==> config.mk <==
export PLATFORM = sky130hd
export DESIGN_NAME = sem_bank
export DESIGN_NICKNAME = d
export VERILOG_FILES = /design/src/rtl/sem_bank.sv
export SDC_FILE = /design/constraint.sdc
export NUM_CORES = 1
export LEC_CHECK = 0
export BUFFER_PORTS_ARGS = -buffer_cell sky130_fd_sc_hd__buf_2
export CAP_MARGIN = 20
export CORE_MARGIN = 1
export CORE_UTILIZATION = 30
export DETAILED_ROUTE_END_ITERATION = 12
export HOLD_SLACK_MARGIN = 0.1
export PLACE_DENSITY_LB_ADDON = 0.1
export SYNTH_ARGS = -nofsm -noshare
export SYNTH_HDL_FRONTEND = slang
export SYNTH_SLANG_ARGS = --single-unit
==> constraint.sdc <==
create_clock -name clk -period 6.3 [get_ports clk]
set_input_delay 1.26 -clock clk [delete_from_list [all_inputs] [get_ports clk]]
set_output_delay 1.26 -clock clk [all_outputs]
set_load 0.02 [all_outputs]
==> src/rtl/sem_bank.sv <==
module sem_bank #(
  parameter int NSEM = 8,
  parameter int AW   = 8,
  parameter int DW   = 8
) (
  input  logic          clk,
  input  logic          rst_n,
  input  logic          l_mem_en,
  input  logic          l_sel,
  input  logic          l_we,
  input  logic [AW-1:0] l_addr,
  input  logic [DW-1:0] l_wd,
  output logic [DW-1:0] l_rd,
  input  logic          r_mem_en,
  input  logic          r_sel,
  input  logic          r_we,
  input  logic [AW-1:0] r_addr,
  input  logic [DW-1:0] r_wd,
  output logic [DW-1:0] r_rd
);
  localparam int IW = $clog2(NSEM);
  localparam logic [1:0] T_FREE  = 2'd0;
  localparam logic [1:0] T_LEFT  = 2'd1;
  localparam logic [1:0] T_RIGHT = 2'd2;

  logic [NSEM-1:0][1:0] own_q, own_n;
  logic [NSEM-1:0]      pl_q, pl_n, pr_q, pr_n;
  logic [DW-1:0]        l_rd_q, r_rd_q;

  wire          l_acc = l_sel && !l_mem_en;
  wire          r_acc = r_sel && !r_mem_en;
  wire          l_wr  = l_acc && l_we;
  wire          r_wr  = r_acc && r_we;
  wire [IW-1:0] li    = l_addr[IW-1:0];
  wire [IW-1:0] ri    = r_addr[IW-1:0];

  // Left write is applied first, which gives it priority on a free token.
  always_comb begin
    own_n = own_q;
    pl_n  = pl_q;
    pr_n  = pr_q;
    if (l_wr) begin
      if (!l_wd[0]) begin
        if (own_n[li] == T_FREE)       own_n[li] = T_LEFT;
        else if (own_n[li] == T_RIGHT) pl_n[li]  = 1'b1;
      end else if (own_n[li] == T_LEFT) begin
        if (pr_n[li]) begin
          own_n[li] = T_RIGHT;
          pr_n[li]  = 1'b0;
        end else begin
          own_n[li] = T_FREE;
        end
      end else begin
        pl_n[li] = 1'b0;
      end
    end
    if (r_wr) begin
      if (!r_wd[0]) begin
        if (own_n[ri] == T_FREE)      own_n[ri] = T_RIGHT;
        else if (own_n[ri] == T_LEFT) pr_n[ri]  = 1'b1;
      end else if (own_n[ri] == T_RIGHT) begin
        if (pl_n[ri]) begin
          own_n[ri] = T_LEFT;
          pl_n[ri]  = 1'b0;
        end else begin
          own_n[ri] = T_FREE;
        end
      end else begin
        pr_n[ri] = 1'b0;
      end
    end
  end

  always_ff @(posedge clk) begin
    if (!rst_n) begin
      own_q  <= '0;
      pl_q   <= '0;
      pr_q   <= '0;
      l_rd_q <= '1;
      r_rd_q <= '1;
    end else begin
      own_q <= own_n;
      pl_q  <= pl_n;
      pr_q  <= pr_n;
      if (l_acc && !l_we) l_rd_q <= {DW{own_q[li] != T_LEFT}};
      if (r_acc && !r_we) r_rd_q <= {DW{own_q[ri] != T_RIGHT}};
    end
  end

  assign l_rd = l_rd_q;
  assign r_rd = r_rd_q;
endmodule

Yosys cells after proc, flatten, opt, wreduce, memory -nomap -nowiden --
Cells that the tools add are included.
Cells by class: order comparisons 4, equal/unequal tests 6, muxes and demuxes 46, bitwise operators 24, reductions and logical operators 14
Operator list (count):
- 16-bit 2-to-1 mux | 10
- 8-bit 2-to-1 mux | 18
- 8-bit bitwise AND | 8
- 8-bit inverter | 6
- 8-bit OR | 6
- 16-bit bitwise AND | 2
- 16-bit inverter | 2
- 2-bit binary-select mux with 3-bit select | 3
- 2-bit demux with 3-bit select | 2
- 2-bit 2-to-1 mux | 5
- 1-bit logical AND | 8
- 3-bit by 4-bit < comparator with 1-bit output, second input constant | 2
- 1-bit binary-select mux with 3-bit select | 2
- 1-bit demux with 3-bit select | 2
- 3-bit by 1-bit greater-or-equal comparator with 1-bit output, second input constant | 2
- 2-bit by 1-bit == test with 1-bit output, second input constant | 2
- 2-bit == test, second input constant | 2
- 1-bit logical NOT | 4
- 2-bit logical NOT | 2
- 1-bit 2-to-1 mux | 4
- 2-bit by 1-bit inequality test with 1-bit output, second input constant | 1
- 2-bit inequality test, second input constant | 1
Storage, ports and cells: register bits 34, bits of input ports 40, output and inout port bits 16, word-level logic and storage cells 106

Depth between registers and ports, before layout --
Gate-level depths: netlist (run 1).
word-level depth 17, gate-level depth with buffers 11, depth with buffers taken out 7

Worst setup path before layout (run 1) --
OpenSTA, ideal clock, no wires.
path type input to register, from in l_addr[1], to reg own_q[7] in the netlist's numbering, setup time 0.122 ns, arrival 3.311 ns, data required time 6.178 ns, setup slack 2.868 ns, stages on the path 8, buffers on the path 1, cell sequence mux2_4 > a222oi_1 > a21oi_1 > nor4_4 > and3_1 > buf_6 > nor3_1 > o311a_1
On the way: longest elaborated chain between the ends 16, elaborated cells on any way between the ends 49, those cells by class order compare: 2; eq/ne: 3; mux: 27; bitwise: 14; reduce/logical: 3
Ends and longest elaborated chain:
- start: declaration | line 11 | input logic [AW-1:0] l_addr,
- 3-bit by 4-bit < comparator with 1-bit output (not written as such) or 3-bit by 1-bit greater-or-equal comparator with 1-bit output (tied branches)
- 1-bit logical AND (not written as such)
- 2-bit 2-to-1 mux (not written as such) | line 44, 48, 51
- 2-bit demux with 3-bit select | line 44, 48, 51
- 16-bit inverter (no source line) or 8-bit inverter (tied branches)
- 16-bit bitwise AND (no source line) or 8-bit bitwise AND (tied branches)
- 16-bit 2-to-1 mux | line 47 | if (pr_n[li]) begin
- 16-bit 2-to-1 mux | line 46 | end else if (own_n[li] == T_LEFT) begin
- 16-bit 2-to-1 mux | line 43 | if (!l_wd[0]) begin
- 16-bit 2-to-1 mux | line 42 | if (l_wr) begin
- 2-bit binary-select mux with 3-bit select | line 59, 61
- 2-bit 2-to-1 mux (not written as such) | line 59, 61
- 2-bit == test or 2-bit logical NOT (tied branches) | line 61, 59
- 16-bit 2-to-1 mux, on equally long branches | line 61, 59
- 16-bit 2-to-1 mux | line 58 | if (!r_wd[0]) begin
- 16-bit 2-to-1 mux * | line 57 | if (r_wr) begin
- end signal: assignment | line 82 | own_q <= own_n;
- end: declaration | line 26 | logic [NSEM-1:0][1:0] own_q, own_n;
Every way passes the cells marked *; elsewhere a longest branch is shown, timed or not. The select of a mux whose other input is x is not followed. A chain may end at the register's enable or synchronous reset.

Worst setup path after layout (run 1) --
from in l_addr[1], to reg pr_q[2]
On the way: longest elaborated chain between the ends 17, elaborated cells on any way between the ends 44, those cells by class order compare: 2; eq/ne: 3; mux: 24; bitwise: 12; reduce/logical: 3
Ends and longest elaborated chain:
- 3-bit by 4-bit < comparator with 1-bit output (not written as such) or 3-bit by 1-bit greater-or-equal comparator with 1-bit output (tied branches)
- 1-bit logical AND (not written as such)
- 2-bit 2-to-1 mux (not written as such) | line 44, 48, 51
- 2-bit demux with 3-bit select | line 44, 48, 51
- 16-bit inverter (no source line) or 8-bit inverter (tied branches)
- 16-bit bitwise AND (no source line) or 8-bit bitwise AND (tied branches)
- 16-bit 2-to-1 mux | line 47
- 16-bit 2-to-1 mux | line 46
- 16-bit 2-to-1 mux | line 43
- 16-bit 2-to-1 mux | line 42
- 2-bit binary-select mux with 3-bit select | line 59, 60, 61
- 2-bit 2-to-1 mux (not written as such) | line 59, 60, 61
- 2-bit by 1-bit == test with 1-bit output | line 60 | else if (own_n[ri] == T_LEFT) pr_n[ri] = 1'b1;
- 8-bit 2-to-1 mux | line 60
- 8-bit 2-to-1 mux | line 59 | if (own_n[ri] == T_FREE) own_n[ri] = T_RIGHT;
- 8-bit 2-to-1 mux | line 58
- 8-bit 2-to-1 mux * | line 57
- end signal: assignment | line 84 | pr_q <= pr_n;
- end: declaration | line 27 | logic [NSEM-1:0] pl_q, pl_n, pr_q, pr_n;
Marked as above.

==> results of run 1 <==
-- cell type report --
type                    count  area, sq um  share of cell area, %
repair buffers             34        177.7                  5.786
clock buffers               7        86.33                  2.812
inverters                  10        37.54                  1.222
flip-flops and latches     34        680.7                  22.17
multi-input cells         289         1922                  62.59
clock inverters             1        5.005                 0.1630
well taps                 129        161.4                  5.257
-- power by group --
| part | switching (mW) | internal (mW) | leakage [nW] | total, mW |
|---|---|---|---|---|
| Sequential | 0.00210 | 0.216 | 0.274 | 0.218 |
| Combinational | 0.0646 | 0.0281 | 0.761 | 0.0927 |
| Clock | 0.0880 | 0.0884 | 0.0482 | 0.176 |
-- flip-flops by register name, indices dropped and copies added (netlist names) --
name and count:
l_rd 1, r_rd 1, pl_q 8, pr_q 8
own_q 16
-- routing by layer --
metal  vias to the layer above  track usage, %  part of all wire, %
li1                       1408               -                    -
met1                      1395           29.88                   49
met2                        99           30.50                   43
met3                        14           2.994                  5.9
met4                         0           5.017                  1.6
met5                         -               0                    0
-- Yosys cell counts, drive strengths merged, types with 2 or more instances --
cell | count | share of area (%)
clkbuf | 14 | 1.8
a31oi | 12 | 2.8
mux2i | 5 | 1.7
inv | 10 | 1.3
a31o | 2 | 0.61
mux2 | 7 | 3.0
nand2 | 41 | 5.3
o22ai | 5 | 1.1
a221oi | 2 | 0.82
o21ai | 28 | 4.9
nor2b | 9 | 1.9
nor3 | 12 | 2.1
nor4bb | 2 | 0.69
mux4 | 2 | 1.6
nand4 | 6 | 1.8
o211ai | 3 | 0.78
and3b | 5 | 1.5
or4bb | 2 | 0.78
and3 | 9 | 1.9
a221o | 2 | 0.69
nor3b | 3 | 0.95
dfxtp | 34 | 24
nor4 | 3 | 1.2
o311a | 4 | 1.4
a32o | 3 | 1.0
o2bb2ai | 3 | 0.91
o32ai | 4 | 1.2
a222oi | 2 | 0.69
a21oi | 29 | 5.0
buf | 28 | 6.8
nand3b | 4 | 1.0
or3b | 2 | 0.61
nor2 | 15 | 1.9
a41oi | 3 | 0.91
o31ai | 8 | 2.1
and2 | 13 | 2.8
xor2 | 3 | 0.91
a22oi | 3 | 0.78
a211oi | 4 | 1.0
nand3 | 9 | 1.6
a21boi | 3 | 0.78
-- kinds of logic after synthesis --
kind of cell / after synthesis / synth area share (%)
buffers and inverters: 52 / 9.879
multiplexers: 14 / 6.282
AND/OR/NAND/NOR: 141 / 27.95
flip-flops: 34 / 23.57
AO/OA/AOI/OAI: 131 / 31.41
XOR/XNOR: 3 / 0.9100
-- cells in the final DEF (no fill, tap or decap), types with 4 or more instances in the layout --
cell,netlist,routed
nor3_1,12,12
mux2_2,5,5
o31ai_1,8,8
a31oi_1,11,11
buf_2,9,31
nand4_1,5,5
nor2_1,15,15
nor2b_1,9,9
nand3_1,9,9
and3b_1,5,5
o22ai_1,5,5
nand3b_1,4,4
nand2_1,41,41
and3_1,9,9
o21ai_0,16,16
a211oi_1,4,4
o32ai_1,4,4
clkbuf_8,0,6
o311a_1,4,4
a21oi_1,29,29
o21ai_1,12,12
and2_1,13,13
mux2i_1,5,5
inv_1,10,10
dfxtp_1,34,34
-- final timing paths --
check	endpoint	slack, ns	cells past startpoint
setup / recovery	pr_q[2]	2.11	8
hold / removal	pr_q[2]	0.51	2
setup reg to reg	pr_q[2]	3.30	7
hold reg to reg	pr_q[2]	0.51	2
-- worst reg2reg max path, stage by stage (launching register included) --
cell       delay (ns)
dfxtp_1          0.34
mux2_4           0.31
a222oi_1         0.65
and2_1           0.39
a21oi_1          0.23
a31oi_1          0.74
o2111ai_1        0.16
o21ai_1          0.11
==> flow_summary.toml, run 1 <==
[outcome]
status = "finished clean"

[layout]
drive_above_1_share_pct = 16.00
final_area_sq_mm = 0.003070
fin_nets = 414
n_fill_cell = 1054
stdcell_count = 504
diodes = 0
area_growth_pct = 6.326
fin_util_pct = 33.07

[worst_setup_path]
crit_family = "compound AO/OA/AOI/OAI gates"
cp_max_fo = 31
required_ns = 6.52
crit-reg2reg-launch = "own_q[11]"
start_kind = "input port"
critPathMaxStageDelay_ns = 0.74
arrival_ns = 4.41
path_class = "input port to flop"
startpoint = "l_addr[1]"
path_cells = "buf_2, mux2_4, a222oi_1, and2_1, a21oi_1, a31oi_1, o2111ai_1, o21ai_1"
cp_slowest_cell = "a31oi_1"
cp-end-kind = "flop"
cp.buffers_inverters = 1

[sta]
setup_tns_ns = 0
worst_slack_ns = 2.112
fin_crit_sh_pct = 66.47
holdWs_ns = 0.5089
period_needed_ns = 4.188
fmax_mhz = 238.8
rsz0062_at_grt = "false"
setup_violations = 0
skew_ns = 0.002750
slew_viol_final = 0
max_slew_margin_pct = 42.98
worst_pin_slew_ns = 0.8438
finalHoldViolations = 0

[drt]
dr.first_iter.drc_count = 295
drt-wirelength-per-cell_um = 19.41
dr.pass1.iters = 6
routed-via-count = 2916
ant_nets = 0
drc = 0
routed_wl_mm = 9.783
via_per_inst = 5.786

[die]
rows = 35
die_w_um = 100.1
io_pins = 56
dieArea_sq_mm = 0.01002
coreArea_sq_mm = 0.009284
start_util_pct = 31.11
die_height_um = 100.1

[power_and_ir_drop]
power_density_mw_per_mm2 = 158.7
total_power_mw = 0.4874
p_leak_nw = 1.083
ir_drop_mv = 0.06014

[place]
place_congestion = 0.8398
pre_cts_ws_ns = 1.816
io_buffer_count = 31
dp_cells = 496
place_area_sq_mm = 0.002979
dpl.hpwl_mm = 7.099

[synth]
avgSynthCellArea_sq_um = 7.701
synth_edf_count = 0
synth_cells = 375
synth-async-reset-ratio_pct = 0
synth_area_sq_mm = 0.002888
ys_types = 70
ys_ff_latch = 34
synth.net_count = 415
yosysWarnings = 0
synth_flop_cell = "dfxtp_1"
ys_seq_area_share_pct = 23.57

[run]
drv_cap = 0

[cts]
h-tree-depth = 2
clk_path_buf_depth = 2
cts.sinks = 34
root_buffer = "clkbuf_8"
worstSkewPairLatency_ns = 0.29
postCtsSetupBuffers = 0
clk_pin_slew_worst_paths_ns = 0.08
cts_tree = "done"
cts_inserted_buffers = 5
hold_buffers = 0
postCtsResizedCells = 0

[global_routing]
grt_start_max_net_pins = 40
grt_pass1_vias = 2606
antenna_found_initial = 0
grt_usage_pct = 20.18
grt_overflow = 0
grt_pass1_wl_mm = 15.41

[worst_hold_path]
hold_path.startpoint = "pr_q[2]"
hp-class = "flop to flop"
Power figures use the tool's default switching activity.
==> run 2: changes to the inputs <==
==> constraint.sdc (replaced) <==
create_clock -name clk -period 4.3 [get_ports clk]
set_input_delay 0.86 -clock clk [delete_from_list [all_inputs] [get_ports clk]]
set_output_delay 0.86 -clock clk [all_outputs]
set_load 0.02 [all_outputs]
==> run 2 against run 1 <==
Against the previous run:
- power rose by 48%
- sequential share of layout area shrank 0.53 points
- global-route usage increased by 0.96 points
- via count rose by 2.7%
- combinational power rose by 51%
- clock power up 49%
- routed wire length up 2.5%
- worst setup slack got worse by 1.2 ns
- utilization rose by 0.81 points
- critical path depth rose by 1
- first-iteration DRC count fell by 4.4%
- register-to-register slack lost 1.7 ns
- critical path type unchanged
- highest routed layer unchanged
==> flow_summary.toml, run 2 (same netlist as run 1, synthesis figures left out) <==
[outcome]
status = "finished clean"

[die]
die_w_um = 100.1
coreArea_sq_mm = 0.009284
io_pins = 56
rows = 35
start_util_pct = 31.11
die_height_um = 100.1
dieArea_sq_mm = 0.01002

[cts]
h-tree-depth = 2
clk_path_buf_depth = 2
postCtsResizedCells = 0
cts_inserted_buffers = 5
root_buffer = "clkbuf_8"
cts_tree = "done"
cts.sinks = 34
clk_pin_slew_worst_paths_ns = 0.08
worstSkewPairLatency_ns = 0.29
postCtsSetupBuffers = 0
hold_buffers = 0

[sta]
rsz0062_at_grt = "false"
fmax_mhz = 294.6
skew_ns = 0.007127
finalHoldViolations = 0
fin_crit_sh_pct = 78.95
slew_viol_final = 0
period_needed_ns = 3.395
worst_pin_slew_ns = 0.7696
max_slew_margin_pct = 48.30
setup_violations = 0
setup_tns_ns = 0

[worst_setup_path]
path_class = "input port to flop"
cp_slowest_cell = "nor4_4"
cp-end-kind = "flop"
crit_family = "simple AND/OR/NAND/NOR gates"
start_kind = "input port"
required_ns = 4.49
critPathMaxStageDelay_ns = 0.45
path_cells = "buf_2, buf_4, mux2_4, a222oi_1, a21oi_1, nor4_4, and3_1, nor2_1, a32o_1"
arrival_ns = 3.59
cp.buffers_inverters = 2
cp_max_fo = 20

[power_and_ir_drop]
power_density_mw_per_mm2 = 229.9
p_leak_nw = 1.135
ir_drop_mv = 0.09063
total_power_mw = 0.7233

[drt]
routed-via-count = 2996
routed_wl_mm = 10.03
dr.pass1.iters = 5
drc = 0
via_per_inst = 5.829
dr.first_iter.drc_count = 282
ant_nets = 0
drt-wirelength-per-cell_um = 19.52

[layout]
regMostFlops = "own_q"
area_growth_pct = 8.926
largest_register_ffs = 16
layout_commonest_cell = "nand2_1"
layout_common_cells = "nand2_1 (41), dfxtp_1 (34), buf_2 (31), a21oi_1 (29), o21ai_0 (16)"
reg_top3 = "own_q: 16 flops, pl_q: 8 flops, pr_q: 8 flops"
diodes = 0
fin_nets = 424
drive_above_1_share_pct = 18.18

[run]
drv_cap = 0

[global_routing]
antenna_found_initial = 0
grt_pass1_vias = 2747
grt_usage_pct = 21.14
grt_pass1_wl_mm = 16.12
grt_start_max_net_pins = 40
grt_overflow = 0

[place]
place_congestion = 0.8371
dpl.hpwl_mm = 7.473
io_buffer_count = 31

[worst_hold_path]
hp-class = "flop to flop"
[run 2: cell count changes in the layout (fill, tap and decap cells not counted), sizes merged]
cell / change
buf: +10
[run 2: area by class of cell]
type                            instances  area [sq um]
Clock inverter                          1         5.005
Multi-Input combinational cell        289          1922
Inverter                               10         37.54
Timing Repair Buffer                   44         252.7
Tap cell                              129         161.4
Clock buffer                            7         86.33
Fill cell                            1047          6138
Sequential cell                        34         680.7
[run 2: power by group]
part / leakage [nW] / total [mW] / switching [mW] / internal (mW)
Sequential: 0.274 / 0.320 / 0.00317 / 0.317
Combinational: 0.812 / 0.140 / 0.0969 / 0.0435
Clock: 0.0482 / 0.263 / 0.133 / 0.130
Total: 1.13 / 0.723 / 0.233 / 0.490
[run 2: metal layers]
layer	vias to the layer above	routed length [um]	GRT usage, %
met3	6	530	2.716
met2	97	4470	33.85
met4	0	77	4.348
li1	1426	-	-
met1	1467	4954	30.36
met5	-	0	0
[run 2: worst paths after layout]
| check | startpoint | end | slack [ns] | depth (start not counted) |
|---|---|---|---|---|
| worst min-delay path | pr_q[2] | pr_q[2] | 0.50 | 2 |
| worst min register to register | pr_q[2] | pr_q[2] | 0.50 | 2 |
| worst max register to register | own_q[6] | own_q[9] | 1.58 | 7 |
| worst max-delay path | l_addr[1] | own_q[9] | 0.91 | 9 |
[run 2: tightest hold or removal path, delay by kind of cell (launching register included)]
kind,cells,cell delay [ns]
flip-flops,1,0.32
AO/OA/AOI/OAI,2,0.14
[run 2: per-stage QoR]
stage / util, % / instances / hold slack, ns / cell area [sq um] / worst slack, ns
final: 33.88 / 514 / 0.5048 / 3146 / 0.9051
after global routing: 33.88 / 514 / 0.5405 / 3146 / 0.7296
after floorplan: - / 375 / 0.4648 / 2888 / 1.268
after detailed placement: 32.90 / 506 / 0.4962 / 3054 / 0.6167
after global placement: 32.90 / 506 / 0.5025 / 3054 / 0.6072
after CTS: 33.88 / 514 / 0.5075 / 3146 / 0.9172
==> run 3: changes to the inputs <==
--- a/config.mk
+++ b/config.mk
@@ -5,6 +5,7 @@
 export SDC_FILE = /design/constraint.sdc
 export NUM_CORES = 1
 export LEC_CHECK = 0
+export ABC_AREA = 1
 export BUFFER_PORTS_ARGS = -buffer_cell sky130_fd_sc_hd__buf_2
 export CAP_MARGIN = 20
 export CORE_MARGIN = 1
==> constraint.sdc (replaced) <==
create_clock -name clk -period 3.3 [get_ports clk]
set_input_delay 0.66 -clock clk [delete_from_list [all_inputs] [get_ports clk]]
set_output_delay 0.66 -clock clk [all_outputs]
set_load 0.02 [all_outputs]
==> run 3 against run 2 <==
Against the previous run:
- utilization up 3.2 points
- combinational power rose by 89%
- die area increased by 12%
- synthesized cell count grew 53%
- critical endpoint is now own_q[13]
==> flow_summary.toml, run 3 <==
[cts]
cts_inserted_buffers = 5
cts_tree = "done"
hold_buffers = 0
clk_pin_slew_worst_paths_ns = 0.08
cts.sinks = 34
h-tree-depth = 2
postCtsSetupBuffers = 0
worstSkewPairLatency_ns = 0.29
root_buffer = "clkbuf_8"
postCtsResizedCells = 0
clk_path_buf_depth = 2

[sta]
fmax_mhz = 354.3
worst_pin_slew_ns = 0.7067
slew_viol_final = 0
skew_ns = 0.007991
setup_violations = 0
finalHoldViolations = 0
setup_tns_ns = 0
fin_crit_sh_pct = 85.52
max_slew_margin_pct = 52.84
rsz0062_at_grt = "false"
period_needed_ns = 2.822

[layout]
reg_top3 = "own_q: 16 flops, pl_q: 8 flops, pr_q: 8 flops"
drive_above_1_share_pct = 21.99
layout_common_cells = "nand2_1 (207), inv_1 (54), nand3_1 (54), buf_4 (54), nor2_1 (50)"
area_growth_pct = 19.09
fin_util_pct = 37.11
stdcell_count = 768
layout_commonest_cell = "nand2_1"
diodes = 0
regMostFlops = "own_q"
fin_nets = 671
largest_register_ffs = 16

[synth]
synth.net_count = 612
synth_cells = 572
synth.area.top_cells = "nand2_1 (24%), dfxtp_1 (21%), nand3_1 (8.4%)"
avgSynthCellArea_sq_um = 5.650
synth_edf_count = 0
synthTopCellsByCount = "nand2_1 (207), inv_1 (54), nand3_1 (54)"
ys_types = 33
yosysTopAreaCellShare_pct = 24.04
synth_flop_cell = "dfxtp_1"
synth_area_sq_mm = 0.003232
ys_ff_latch = 34
yosysWarnings = 0
yosysMostFrequentCell = "nand2_1"
yosysTopAreaCell = "nand2_1"
synth-async-reset-ratio_pct = 0
ys_seq_area_share_pct = 21.06

[run]
drv_cap = 0

[drt]
ant_nets = 0
drt-wirelength-per-cell_um = 15.36
dr.first_iter.drc_count = 192
dr.pass1.iters = 5
drc = 0
routed_wl_mm = 11.80
routed-via-count = 3787
via_per_inst = 4.931

[die]
dieArea_sq_mm = 0.01119
die_w_um = 105.8
die_height_um = 105.8
start_util_pct = 31.17
rows = 37
io_pins = 56
coreArea_sq_mm = 0.01037

[power_and_ir_drop]
pwr-share-comb_pct = 24.2
swShare_pct = 33.04
power_density_mw_per_mm2 = 284.4
ir_drop_mv = 0.1346
p_int_mw = 0.7328
p_sw_mw = 0.3616
p_leak_nw = 1.889
p_clk_share_pct = 36.8
pwr-share-seq_pct = 39.0

[worst_setup_path]
crit_top_cell = "nand2_1"
critPathMaxStageDelay_ns = 0.25
cp-end-kind = "flop"
rr_endpoint = "own_q[13]"
cp.buffers_inverters = 4
crit_family = "simple AND/OR/NAND/NOR gates"
start_kind = "input port"
crit-reg2reg-launch = "own_q[14]"
r2r_cells = 19
required_ns = 3.49
path_cells = "buf_2, inv_4, nand2_1, nand2_1, nand2_1, nand2_1, nand2_1, nand2_2, inv_1, nor2_1, nand3_1, nand3_1, nand2_1, nand2_1, nor2_2, nand2_4, nand2_8, inv_4, nand2_2, a21oi_1, nor2_1"
rrSetupSlack_ns = 0.76
path_class = "input port to flop"
arrival_ns = 3.01
cp_max_fo = 13
cp_slowest_cell = "nor2_1"

[worst_hold_path]
holdPathStages = 2
holdPathEnd = "pr_q[6]"
hold_path.startpoint = "pr_q[6]"
hp-class = "flop to flop"

[outcome]
status = "finished clean"

[place]
dp_cells = 760
place_congestion = 0.9001
io_buffer_count = 31
dpl.hpwl_mm = 8.947

[global_routing]
grt_pass1_vias = 3562
antenna_found_initial = 0
grt_overflow = 0
grt_usage_pct = 22.05
grt_start_max_net_pins = 25
grt_pass1_wl_mm = 19.10
run 3: cell count changes after synthesis, sizes merged, moves of 6 or more:
cell   previous run  this run
nor2b             9         0
nor2             15        63
and2             13         0
a31oi            12         0
nand2            41       223
and3              9         3
inv              10        62
o31ai             8         0
nand3             9        56
mux2              7         0
run 3: through the flow:
step	cell area, sq um	hold slack, ns	worst slack, ns	total power, mW
finish	3849	0.4845	0.4778	1.094
global route	3849	0.5215	0.2560	1.147
CTS	3849	0.4808	0.4929	1.102
detailed placement	3742	0.4690	0.1996	0.6997
global placement	3742	0.4594	0.1811	0.6978
floorplan	3232	0.4390	0.6862	0.6092
run 3: cell type report:
type | count | area [sq um]
Fill cell | 1214 | 6521
Inverter | 62 | 237.7
Timing Repair Buffer | 86 | 580.6
Multi-Input combinational cell | 442 | 2073
Clock buffer | 7 | 76.32
Tap cell | 136 | 170.2
Clock inverter | 1 | 30.03
Sequential cell | 34 | 680.7
run 3: worst max path at each step:
stage | start | to | slack (ns) | depth (start not counted)
floorplan | l_addr[0] | pl_q[3] | 0.69 | 19
global placement | l_addr[0] | own_q[15] | 0.18 | 21
detailed placement | l_addr[0] | own_q[13] | 0.20 | 21
CTS | l_addr[0] | own_q[13] | 0.49 | 21
global route | l_addr[1] | pr_q[2] | 0.26 | 21
finish | l_addr[0] | own_q[13] | 0.48 | 21
run 3: cell families after synthesis:
group	after synthesis	synth area share, %
compound gates	72	12.43
buf+inv	96	14.79
flops	34	21.06
simple gates	370	51.72
run 3: worst reg2reg max path, delay by kind of cell (launching register included):
kind,cells,cell delay (ns)
and+or+nand+nor,16,1.61
DFF,1,0.41
buffers and inverters,2,0.27
AOI/OAI and AO/OA,1,0.15
run 3: power by group through the flow:
stage	logic, mW	registers [mW]	clock network [mW]
after global routing	0.292	0.428	0.427
after floorplan	0.174	0.435	0
after CTS	0.264	0.427	0.411
after global placement	0.261	0.437	0
final	0.265	0.427	0.402
after detailed placement	0.263	0.437	0
run 3: metal layers:
metal | track usage, % | wire length, um | vias up
met4 | 4.663 | 138 | 0
met2 | 36.04 | 5401 | 106
li1 | - | - | 1923
met3 | 3.092 | 597 | 10
met5 | 0 | 0 | -
met1 | 30.65 | 5657 | 1748
